<file path="src/rtl/lsa_pkg.sv">
package lsa_pkg;
    localparam int CC_W = 3;
    localparam int CC_N_BIT = 2;
    localparam int CC_Z_BIT = 1;
    localparam int CC_P_BIT = 0;
    localparam int BYTE_W = 8;
endpackage

</file>
<file path="src/rtl/lsa_agen.sv">
module lsa_agen #(
    parameter int ADDR_W = 16,
    parameter int OFF_W  = 6,
    parameter int LSB_W  = 1
) (
    input  logic [ADDR_W-1:0] base,
    input  logic [OFF_W-1:0]  off,
    input  logic              byte_acc,
    output logic [ADDR_W-1:0] word_addr,
    output logic [LSB_W-1:0]  lane,
    output logic              misalign
);
    localparam int EXT_W = ADDR_W - OFF_W;

    logic [ADDR_W-1:0] off_ext;
    logic [ADDR_W-1:0] ea;

    always_comb begin
        off_ext   = {{EXT_W{off[OFF_W-1]}}, off};
        ea        = byte_acc ? (base + off_ext) : (base + (off_ext << LSB_W));
        lane      = ea[LSB_W-1:0];
        word_addr = {ea[ADDR_W-1:LSB_W], {LSB_W{1'b0}}};
        misalign  = !byte_acc && (ea[LSB_W-1:0] != '0);
    end
endmodule

</file>
<file path="src/rtl/lsa_store_lanes.sv">
module lsa_store_lanes #(
    parameter int DATA_W = 16,
    parameter int LANES  = 2,
    parameter int LSB_W  = 1
) (
    input  logic              write,
    input  logic              byte_acc,
    input  logic [LSB_W-1:0]  lane,
    input  logic [DATA_W-1:0] src,
    output logic [LANES-1:0]  we,
    output logic [DATA_W-1:0] wdata
);
    import lsa_pkg::*;

    for (genvar g = 0; g < LANES; g++) begin : g_lane
        always_comb begin
            if (!write) begin
                we[g] = 1'b0;
            end else if (byte_acc) begin
                we[g] = (lane == LSB_W'(g));
            end else begin
                we[g] = 1'b1;
            end
            wdata[g*BYTE_W +: BYTE_W] = byte_acc ? src[BYTE_W-1:0]
                                                 : src[g*BYTE_W +: BYTE_W];
        end
    end
endmodule

</file>
<file path="src/rtl/lsa_load_extract.sv">
module lsa_load_extract #(
    parameter int DATA_W = 16,
    parameter int LANES  = 2,
    parameter int LSB_W  = 1
) (
    input  logic                     byte_acc,
    input  logic [LSB_W-1:0]         lane,
    input  logic [DATA_W-1:0]        rdata,
    output logic [DATA_W-1:0]        data,
    output logic [lsa_pkg::CC_W-1:0] cc
);
    import lsa_pkg::*;

    logic [BYTE_W-1:0] lane_bytes [LANES];
    logic [BYTE_W-1:0] sel;

    for (genvar g = 0; g < LANES; g++) begin : g_split
        assign lane_bytes[g] = rdata[g*BYTE_W +: BYTE_W];
    end

    always_comb begin
        sel  = lane_bytes[lane];
        data = byte_acc ? {{(DATA_W-BYTE_W){sel[BYTE_W-1]}}, sel} : rdata;
        cc   = '0;
        if (data[DATA_W-1]) begin
            cc[CC_N_BIT] = 1'b1;
        end else if (data == '0) begin
            cc[CC_Z_BIT] = 1'b1;
        end else begin
            cc[CC_P_BIT] = 1'b1;
        end
    end
endmodule

</file>
<file path="src/rtl/lsa_unit.sv">
module lsa_unit #(
    parameter int ADDR_W = 16,
    parameter int DATA_W = 16,
    parameter int OFF_W  = 6
) (
    input  logic                     clk,
    input  logic                     rst_n,
    input  logic                     req_valid,
    input  logic [ADDR_W-1:0]        req_base,
    input  logic [OFF_W-1:0]         req_off,
    input  logic                     req_byte,
    input  logic                     req_write,
    input  logic [DATA_W-1:0]        req_src,
    input  logic [DATA_W-1:0]        mem_rdata,
    output logic                     mem_req,
    output logic [ADDR_W-1:0]        mem_addr,
    output logic [DATA_W/8-1:0]      mem_byte_we,
    output logic [DATA_W-1:0]        mem_wdata,
    output logic                     misalign,
    output logic                     ld_valid,
    output logic [DATA_W-1:0]        ld_data,
    output logic [lsa_pkg::CC_W-1:0] ld_cc
);
    import lsa_pkg::*;

    localparam int LANES = DATA_W / BYTE_W;
    localparam int LSB_W = (LANES > 1) ? $clog2(LANES) : 1;

    typedef struct packed {
        logic              req;
        logic              write;
        logic              byte_acc;
        logic [LSB_W-1:0]  lane;
        logic              misalign;
        logic [ADDR_W-1:0] addr;
        logic [LANES-1:0]  we;
        logic [DATA_W-1:0] wdata;
    } mem_stage_t;

    typedef struct packed {
        logic              valid;
        logic [DATA_W-1:0] data;
        logic [CC_W-1:0]   cc;
    } ld_stage_t;

    mem_stage_t ms_d, ms_q;
    ld_stage_t  ls_d, ls_q;

    logic [ADDR_W-1:0] ag_addr;
    logic [LSB_W-1:0]  ag_lane;
    logic              ag_mis;
    logic [LANES-1:0]  sl_we;
    logic [DATA_W-1:0] sl_wdata;
    logic [DATA_W-1:0] lx_data;
    logic [CC_W-1:0]   lx_cc;

    lsa_agen #(.ADDR_W(ADDR_W), .OFF_W(OFF_W), .LSB_W(LSB_W)) u_agen (
        .base(req_base), .off(req_off), .byte_acc(req_byte),
        .word_addr(ag_addr), .lane(ag_lane), .misalign(ag_mis)
    );

    lsa_store_lanes #(.DATA_W(DATA_W), .LANES(LANES), .LSB_W(LSB_W)) u_store (
        .write(req_write), .byte_acc(req_byte), .lane(ag_lane), .src(req_src),
        .we(sl_we), .wdata(sl_wdata)
    );

    lsa_load_extract #(.DATA_W(DATA_W), .LANES(LANES), .LSB_W(LSB_W)) u_load (
        .byte_acc(ms_q.byte_acc), .lane(ms_q.lane), .rdata(mem_rdata),
        .data(lx_data), .cc(lx_cc)
    );

    always_comb begin
        ms_d          = '0;
        ms_d.req      = req_valid;
        ms_d.write    = req_write;
        ms_d.byte_acc = req_byte;
        ms_d.lane     = ag_lane;
        ms_d.addr     = ag_addr;
        ms_d.wdata    = sl_wdata;
        ms_d.misalign = req_valid && ag_mis;
        ms_d.we       = req_valid ? sl_we : '0;

        ls_d          = '0;
        ls_d.valid    = ms_q.req && !ms_q.write;
        ls_d.data     = lx_data;
        ls_d.cc       = lx_cc;
    end

    always_ff @(posedge clk) begin
        if (!rst_n) begin
            ms_q <= '0;
            ls_q <= '0;
        end else begin
            ms_q <= ms_d;
            ls_q <= ls_d;
        end
    end

    assign mem_req     = ms_q.req;
    assign mem_addr    = ms_q.addr;
    assign mem_byte_we = ms_q.we;
    assign mem_wdata   = ms_q.wdata;
    assign misalign    = ms_q.misalign;
    assign ld_valid    = ls_q.valid;
    assign ld_data     = ls_q.data;
    assign ld_cc       = ls_q.cc;

    p_idle_no_write_r11: assert property (@(posedge clk) disable iff (!rst_n)
        !mem_req |-> (mem_byte_we == '0) && !misalign);

    p_load_no_we_r5: assert property (@(posedge clk) disable iff (!rst_n)
        (mem_req && !ms_q.write) |-> (mem_byte_we == '0));

    p_byte_one_lane_r3: assert property (@(posedge clk) disable iff (!rst_n)
        (mem_req && ms_q.write && ms_q.byte_acc) |-> ($countones(mem_byte_we) == 1));

    p_word_all_lanes_r4: assert property (@(posedge clk) disable iff (!rst_n)
        (mem_req && ms_q.write && !ms_q.byte_acc) |-> (mem_byte_we == {LANES{1'b1}}));

    p_load_result_follows_r6: assert property (@(posedge clk) disable iff (!rst_n)
        (mem_req && !ms_q.write) |=> ld_valid);

    p_cc_onehot_r8: assert property (@(posedge clk) disable iff (!rst_n)
        ld_valid |-> ($countones(ld_cc) == 1));

    p_misalign_word_only_r9: assert property (@(posedge clk) disable iff (!rst_n)
        misalign |-> (mem_req && !ms_q.byte_acc));

    p_addr_word_aligned_r2: assert property (@(posedge clk) disable iff (!rst_n)
        mem_req |-> (mem_addr[LSB_W-1:0] == '0));
endmodule

</file>
<file path="config.mk">
export PLATFORM = sky130hd
export DESIGN_NAME = lsa_unit
export DESIGN_NICKNAME = d
export VERILOG_FILES = /design/src/rtl/lsa_pkg.sv /design/src/rtl/lsa_agen.sv /design/src/rtl/lsa_store_lanes.sv /design/src/rtl/lsa_load_extract.sv /design/src/rtl/lsa_unit.sv
export SDC_FILE = /design/constraint.sdc
export NUM_CORES = 1
export LEC_CHECK = 0
export BUFFER_PORTS_ARGS = -buffer_cell sky130_fd_sc_hd__buf_4
export CORE_ASPECT_RATIO = 0.7
export CORE_MARGIN = 1
export CORE_UTILIZATION = 40
export DETAILED_ROUTE_END_ITERATION = 6
export PLACE_DENSITY = 0.69
export SETUP_SLACK_MARGIN = 0.3
export SYNTH_ARGS = -nofsm -noshare
export SYNTH_HDL_FRONTEND = slang
export SYNTH_SLANG_ARGS = --single-unit
</file>
<file path="constraint.sdc">
create_clock -name clk -period 2.3 [get_ports clk]
set_clock_uncertainty 0.05 [all_clocks]
set_input_delay 0.46 -clock clk [delete_from_list [all_inputs] [get_ports clk]]
set_output_delay 0.46 -clock clk [all_outputs]
set_load 0.05 [all_outputs]
</file>
==> results of run 1 <==
cells in the final DEF, fill, tap and decap left out, types with 2 or more instances in the layout:
cell,netlist,final
xor2_1,2,2
dfxtp_1,57,57
a31o_2,2,2
nor4_1,2,2
o31ai_4,1,2
o21a_1,2,2
inv_1,6,5
and2_1,13,13
ha_2,0,3
and3_1,3,3
a31oi_1,3,2
nor2_1,34,34
a21oi_1,29,29
xnor2_1,9,9
mux2i_1,12,12
buf_4,35,148
o21ai_0,13,13
clkbuf_16,0,9
a211oi_1,7,6
nand2_1,18,18
a221oi_1,2,2
ha_1,20,11
nand3_1,15,14
o211ai_1,2,2
fa_2,0,2
nor3_1,9,9
nand2b_1,10,10
ha_4,0,6
a21o_1,8,8
clkinv_2,0,2
a211oi_2,2,2
area by class of cell:
class                      instances  area (um^2)  area share [%]
sequential                        57         1140            25.1
tap                               98          123            2.70
clock inverter                     5         56.3            1.24
clock buffer                      10          239            5.26
inverter                           6         22.5           0.496
timing repair buffer             151         1160            25.5
multi-input combinational        244         1800            39.7
cell families (layout without fill, tap and decap cells):
family	after synthesis	count (layout)	synth area share (%)
fa+ha+maj	22	22	9.15
mux	14	14	4.50
simple gates	111	111	17.6
other cells	1	1	0.118
xor+xnor	11	11	3.04
flops	57	57	36.0
compound gates	85	85	18.3
buf+inv	57	172	11.3
critical path: stages:
cell	delay [ns]
buf_12	0.09
ha_4	0.12
inv_2	0.04
fa_2	0.38
nor2b_4	0.15
o31ai_4	0.08
a211o_1	0.36
a21oi_2	0.17
a211oi_2	0.05
mux2_4	0.30
where the power goes:
| part | internal (mW) | switching (mW) |
|---|---|---|
| Clock | 0.858 | 0.453 |
| Sequential | 1.07 | 0.0243 |
| Combinational | 0.421 | 0.604 |
| Total | 2.35 | 1.08 |
cells in the mapped netlist, drive strengths merged, types with 2 or more instances:
library cell   n
dfxtp         57
buf           42
nor2          34
a21oi         30
ha            20
nand2         18
nand3         15
o21ai         14
and2          13
mux2i         12
nand2b        10
a211oi         9
a21o           9
clkbuf         9
nor3           9
xnor2          9
inv            6
a31oi          3
and3           3
nor4           3
a221oi         2
a31o           2
fa             2
mux2           2
o211ai         2
o21a           2
o21bai         2
o31ai          2
or4            2
xor2           2
state kept, by name (all words and copies together), names as in the netlist:
register,cells
ld_data,16
mem_wdata,16
mem_addr,15
ms_q,3
ld_cc,2
mem_byte_we,2
ld_valid,1
mem_req,1
misalign,1
what timing repair did:
action,4_1_cts,5_1_grt
gates resized for setup,2,17
hold endpoints to repair,0,0
endpoints found under the setup margin,4,10
buffers inserted,6,3
hold buffers,0,0
gates cloned,0,0
pin swaps,3,7
routing by layer:
layer | up-vias | part of all wire [%]
met5 | - | 0
met4 | 0 | 0.38
met3 | 4 | 6.6
met2 | 108 | 48
met1 | 1361 | 45
li1 | 1448 | -
metrics by stage:
stage / cell area (um^2) / setup slack (ns) / hold slack (ns)
after global placement: 4070 / -0.0680 / 0.323
after detailed placement: 4070 / -0.0834 / 0.328
after floorplan: 3220 / 0.146 / 0.317
final: 4540 / 0.259 / 0.306
after CTS: 4430 / 0.289 / 0.298
after global routing: 4540 / 0.232 / 0.295
path summary, 6_finish.rpt:
check | start | endpoint | slack, ns | depth (start not counted)
max | req_base[1] | mem_addr[15]$_SDFF_PN0_ | 0.26 | 10
max reg2reg | ms_q[36]$_SDFF_PN0_ | ld_cc[1]$_SDFF_PP0_ | 0.59 | 5
min reg2reg | ms_q[37]$_SDFF_PN0_ | ld_valid$_SDFF_PN0_ | 0.33 | 1
min | req_src[6] | mem_wdata[6]$_SDFF_PN0_ | 0.31 | 2
==> reports/metrics.csv, run 1 <==
metric;value;unit
Num CTS Buffers;9;
fill count;656;
met3 Usage GRT;5.39;%
leakage power;2.12;nW
Port-buffer cells;113;
number of flops mapped to enable cells by yosys;0;
core area;7480;um^2
Seq/Total Area, Yosys;36.0;%
Tmin final;2.04;ns
H-tree Lvls;3;
Worst-path clk slew;0.05;ns
first-pass GRT wire length;12700;um
WP data arrival;2.20;ns
post-DR wirelength/cell;14.4;um
status;complete, no violations;
CP Launch Type;primary input;
top cell type's share of synthesized area;36.0;%
Starting Density;42.4;%
Yosys reg bits;57;
total wire length;8230;um
yosys warns;0;
Mapped Cells;358;
hpwl dp;5930;um
Total Power;3.43;mW
# setup viols final;0;
Final Hold Viols;0;
share of layout cells above drive strength 1;41.4;%
DIE WIDTH;108;um
antenna violations before repair;0;
Synth area leaders;dfxtp_1, buf_4, ha_1, a21oi_1, nor2_1;
Die H;76.5;um
full die area;8290;um^2
Post-synth ARST share;0;%
# diodes;0;
Worst Path Required;2.45;ns
Post-synth top flop;dfxtp_1;
Layout Utilization;60.7;%
Unique masters post-synth;56;
CP endpoint kind;register;
Top Ports;115;
Slew Limit Fails;0;
Root Driver;clkbuf_16;
Placer Congestion;0.859;
worst skew pair latency;0.31;ns
Synth area leader;dfxtp_1;
largest net degree at the start of global routing;22;
setup repair after global routing missed its margin;yes;
max-cap viol count;0;
Rows;26;
Pwr Density;755;nW/um^2
Hold Crit Class;primary input to register;
Clock Sinks;57;
post-route ant nets;0;
grt peak-use layer;met2;
First DRT Iteration DRCs;127;
crit share post-route;88.7;%
Non-Filler Instances;571;
cell count after placement;547;
Area growth syn-to-layout;43.2;%
vias in the first global route;2717;
Via Count;2921;
fmax;0.490;GHz
Worst Path Max Fanout;3;
Avg Cell Area, Syn;8.86;um^2
Setup CP Type;primary input to register;
Layout Nets;550;
GR Layer Usage met1;24.8;%
Mapped Area;3170;um^2
setup TNS;0;ns
VDD IR max;0.412;mV
Tot GR Track Use;19.3;%
CTS tree;yes;
DRC violations left;0;
post-synthesis net count;439;
via/cell ratio;5.12;
met2 GRT Util;32.0;%
maximum clock insertion buffer count;2;
drt first pass iters;4;
GRT Residual Overflow;0;
Power figures use the tool's default switching activity.
==> run 2: changes to the inputs <==
--- a/config.mk
+++ b/config.mk
@@ -9,9 +9,9 @@
 export CORE_ASPECT_RATIO = 0.7
 export CORE_MARGIN = 1
 export CORE_UTILIZATION = 40
+export CTS_CLUSTER_DIAMETER = 60
 export DETAILED_ROUTE_END_ITERATION = 6
 export PLACE_DENSITY = 0.69
-export SETUP_SLACK_MARGIN = 0.3
 export SYNTH_ARGS = -nofsm -noshare
 export SYNTH_HDL_FRONTEND = slang
 export SYNTH_SLANG_ARGS = --single-unit
==> reports/metrics.csv, run 2 (synthesis results as in run 1) <==
metric;value;unit
status;complete, no violations;
setup repair after global routing missed its margin;no;
Final Hold Viols;0;
met3 wire len;635;um
DRC violations left;0;
max-cap viol count;0;
fmax;0.476;GHz
Via Count;2860;
Port-buffer cells;113;
first-pass GRT wire length;12900;um
# diodes;0;
commonest non-fill, non-tap cell in the layout;buf_4;
VDD IR max;0.414;mV
cell count after placement;552;
Post-CTS Resized;0;
Tot GR Track Use;20.1;%
Hold Crit Class;primary input to register;
Placer Congestion;0.865;
CP peak stage delay;0.50;ns
Top Ports;115;
Seq pwr share;32.5;%
DIE WIDTH;108;um
Switching Fraction;31.6;%
Num CTS Buffers;9;
Worst-path clk slew;0.05;ns
largest net degree at the start of global routing;21;
internal power;2.31;mW
leakage power;2.08;nW
maximum clock insertion buffer count;2;
drt first pass iters;4;
crit path cell chain;buf_4 -> ha_1 -> inv_1 -> fa_1 -> nor2b_4 -> o31ai_2 -> a21oi_1 -> or4_1 -> o211ai_1 -> mux2i_1;
Setup CP Type;primary input to register;
net switching power;1.07;mW
# setup viols final;0;
share of layout cells above drive strength 1;37.2;%
Worst Path Required;2.50;ns
DP Worst Slack;-0.116;ns
CP endpoint kind;register;
crit share post-route;91.4;%
Starting Density;42.4;%
Area growth syn-to-layout;37.4;%
Pwr Density;776;nW/um^2
Non-Filler Instances;568;
Rows;26;
worst setup margin;0.198;ns
core area;7480;um^2
First DRT Iteration DRCs;162;
DRT met1 WL;3740;um
Layout Nets;546;
worst skew pair latency;0.32;ns
hpwl dp;6190;um
vias in the first global route;2734;
hold buffers post-CTS;0;
full die area;8290;um^2
hold slack;0.295;ns
Clk pwr share;39.1;%
Max Used Layer;met4;
Slew Limit Fails;0;
post-CTS setup buffers;0;
GRT Residual Overflow;0;
post-route ant nets;0;
antenna violations before repair;0;
Worst Path Max Fanout;3;
total wire length;8070;um
combinational share of power;28.4;%
H-tree Lvls;3;
CP Launch Type;primary input;
Root Driver;clkbuf_16;
Slowest cell on crit path;or4_1;
met2 routed WL;3620;um
Clock Sinks;57;
Tmin final;2.10;ns
post-DR wirelength/cell;14.2;um
Die H;76.5;um
commonest non-fill, non-tap cells in the layout;buf_4, dfxtp_1, nor2_1;
CTS tree;yes;
WP data arrival;2.30;ns
via/cell ratio;5.04;
[run 2: changes by cell type in the layout (fill, tap and decap cells not counted), sizes merged]
cell	before	now
buf	151	147
clkbuf	10	11
clkinv	3	2
clkinvlp	1	2
[run 2: final timing paths]
path                            start                 endpoint  slack (ns)  cells after the start
hold reg to reg   ms_q[37]$_SDFF_PN0_      ld_valid$_SDFF_PN0_        0.34                      1
setup / recovery          req_base[1]  mem_addr[13]$_SDFF_PN0_        0.20                     10
hold / removal             req_src[2]  mem_wdata[2]$_SDFF_PN0_        0.30                      2
setup reg to reg  ms_q[35]$_SDFF_PN0_      ld_cc[1]$_SDFF_PP0_        0.49                      5
[run 2: metrics by stage]
stage                     TNS (ns)  total power, mW  util, %  cell area, um^2
after floorplan                  0             1.79        -             3170
after global placement      -0.348             2.06     54.3             4060
after detailed placement    -0.491             2.08     54.3             4060
after CTS                        0             3.40     58.3             4360
after global routing             0             3.53     58.3             4360
final                            0             3.38     58.3             4360
[run 2: power by group through the flow]
stage / Sequential (mW) / Clock, mW / Combinational, mW
2_1_floorplan: 1.18 / 0 / 0.612
3_3_place_gp: 1.12 / 0 / 0.947
3_5_place_dp: 1.12 / 0 / 0.957
4_1_cts: 1.10 / 1.34 / 0.963
5_1_grt: 1.10 / 1.40 / 1.03
6_report: 1.10 / 1.32 / 0.961
[run 2: metal layers]
layer | global-route usage (%) | vias up
met1 | 25.9 | 1307
met2 | 32.5 | 109
met5 | 0 | -
met3 | 5.82 | 7
met4 | 5.27 | 0
li1 | - | 1437
[run 2: area by class of cell]
class	instances	area [um^2]
clock buffers	11	243
clock inverters	5	55.1
fillers	676	3120
inverters	6	22.5
multi-input cells	244	1670
flip-flops and latches	57	1140
well taps	98	123
repair buffers	147	1100
[run 2: worst max-delay path: cells and delay by family]
family                     cells  cell delay (ns)
buffers and inverters          2             0.19
AOI/OAI and AO/OA              3             0.45
adders and majority gates      2             0.43
muxes                          1             0.22
and+or+nand+nor                2             0.56
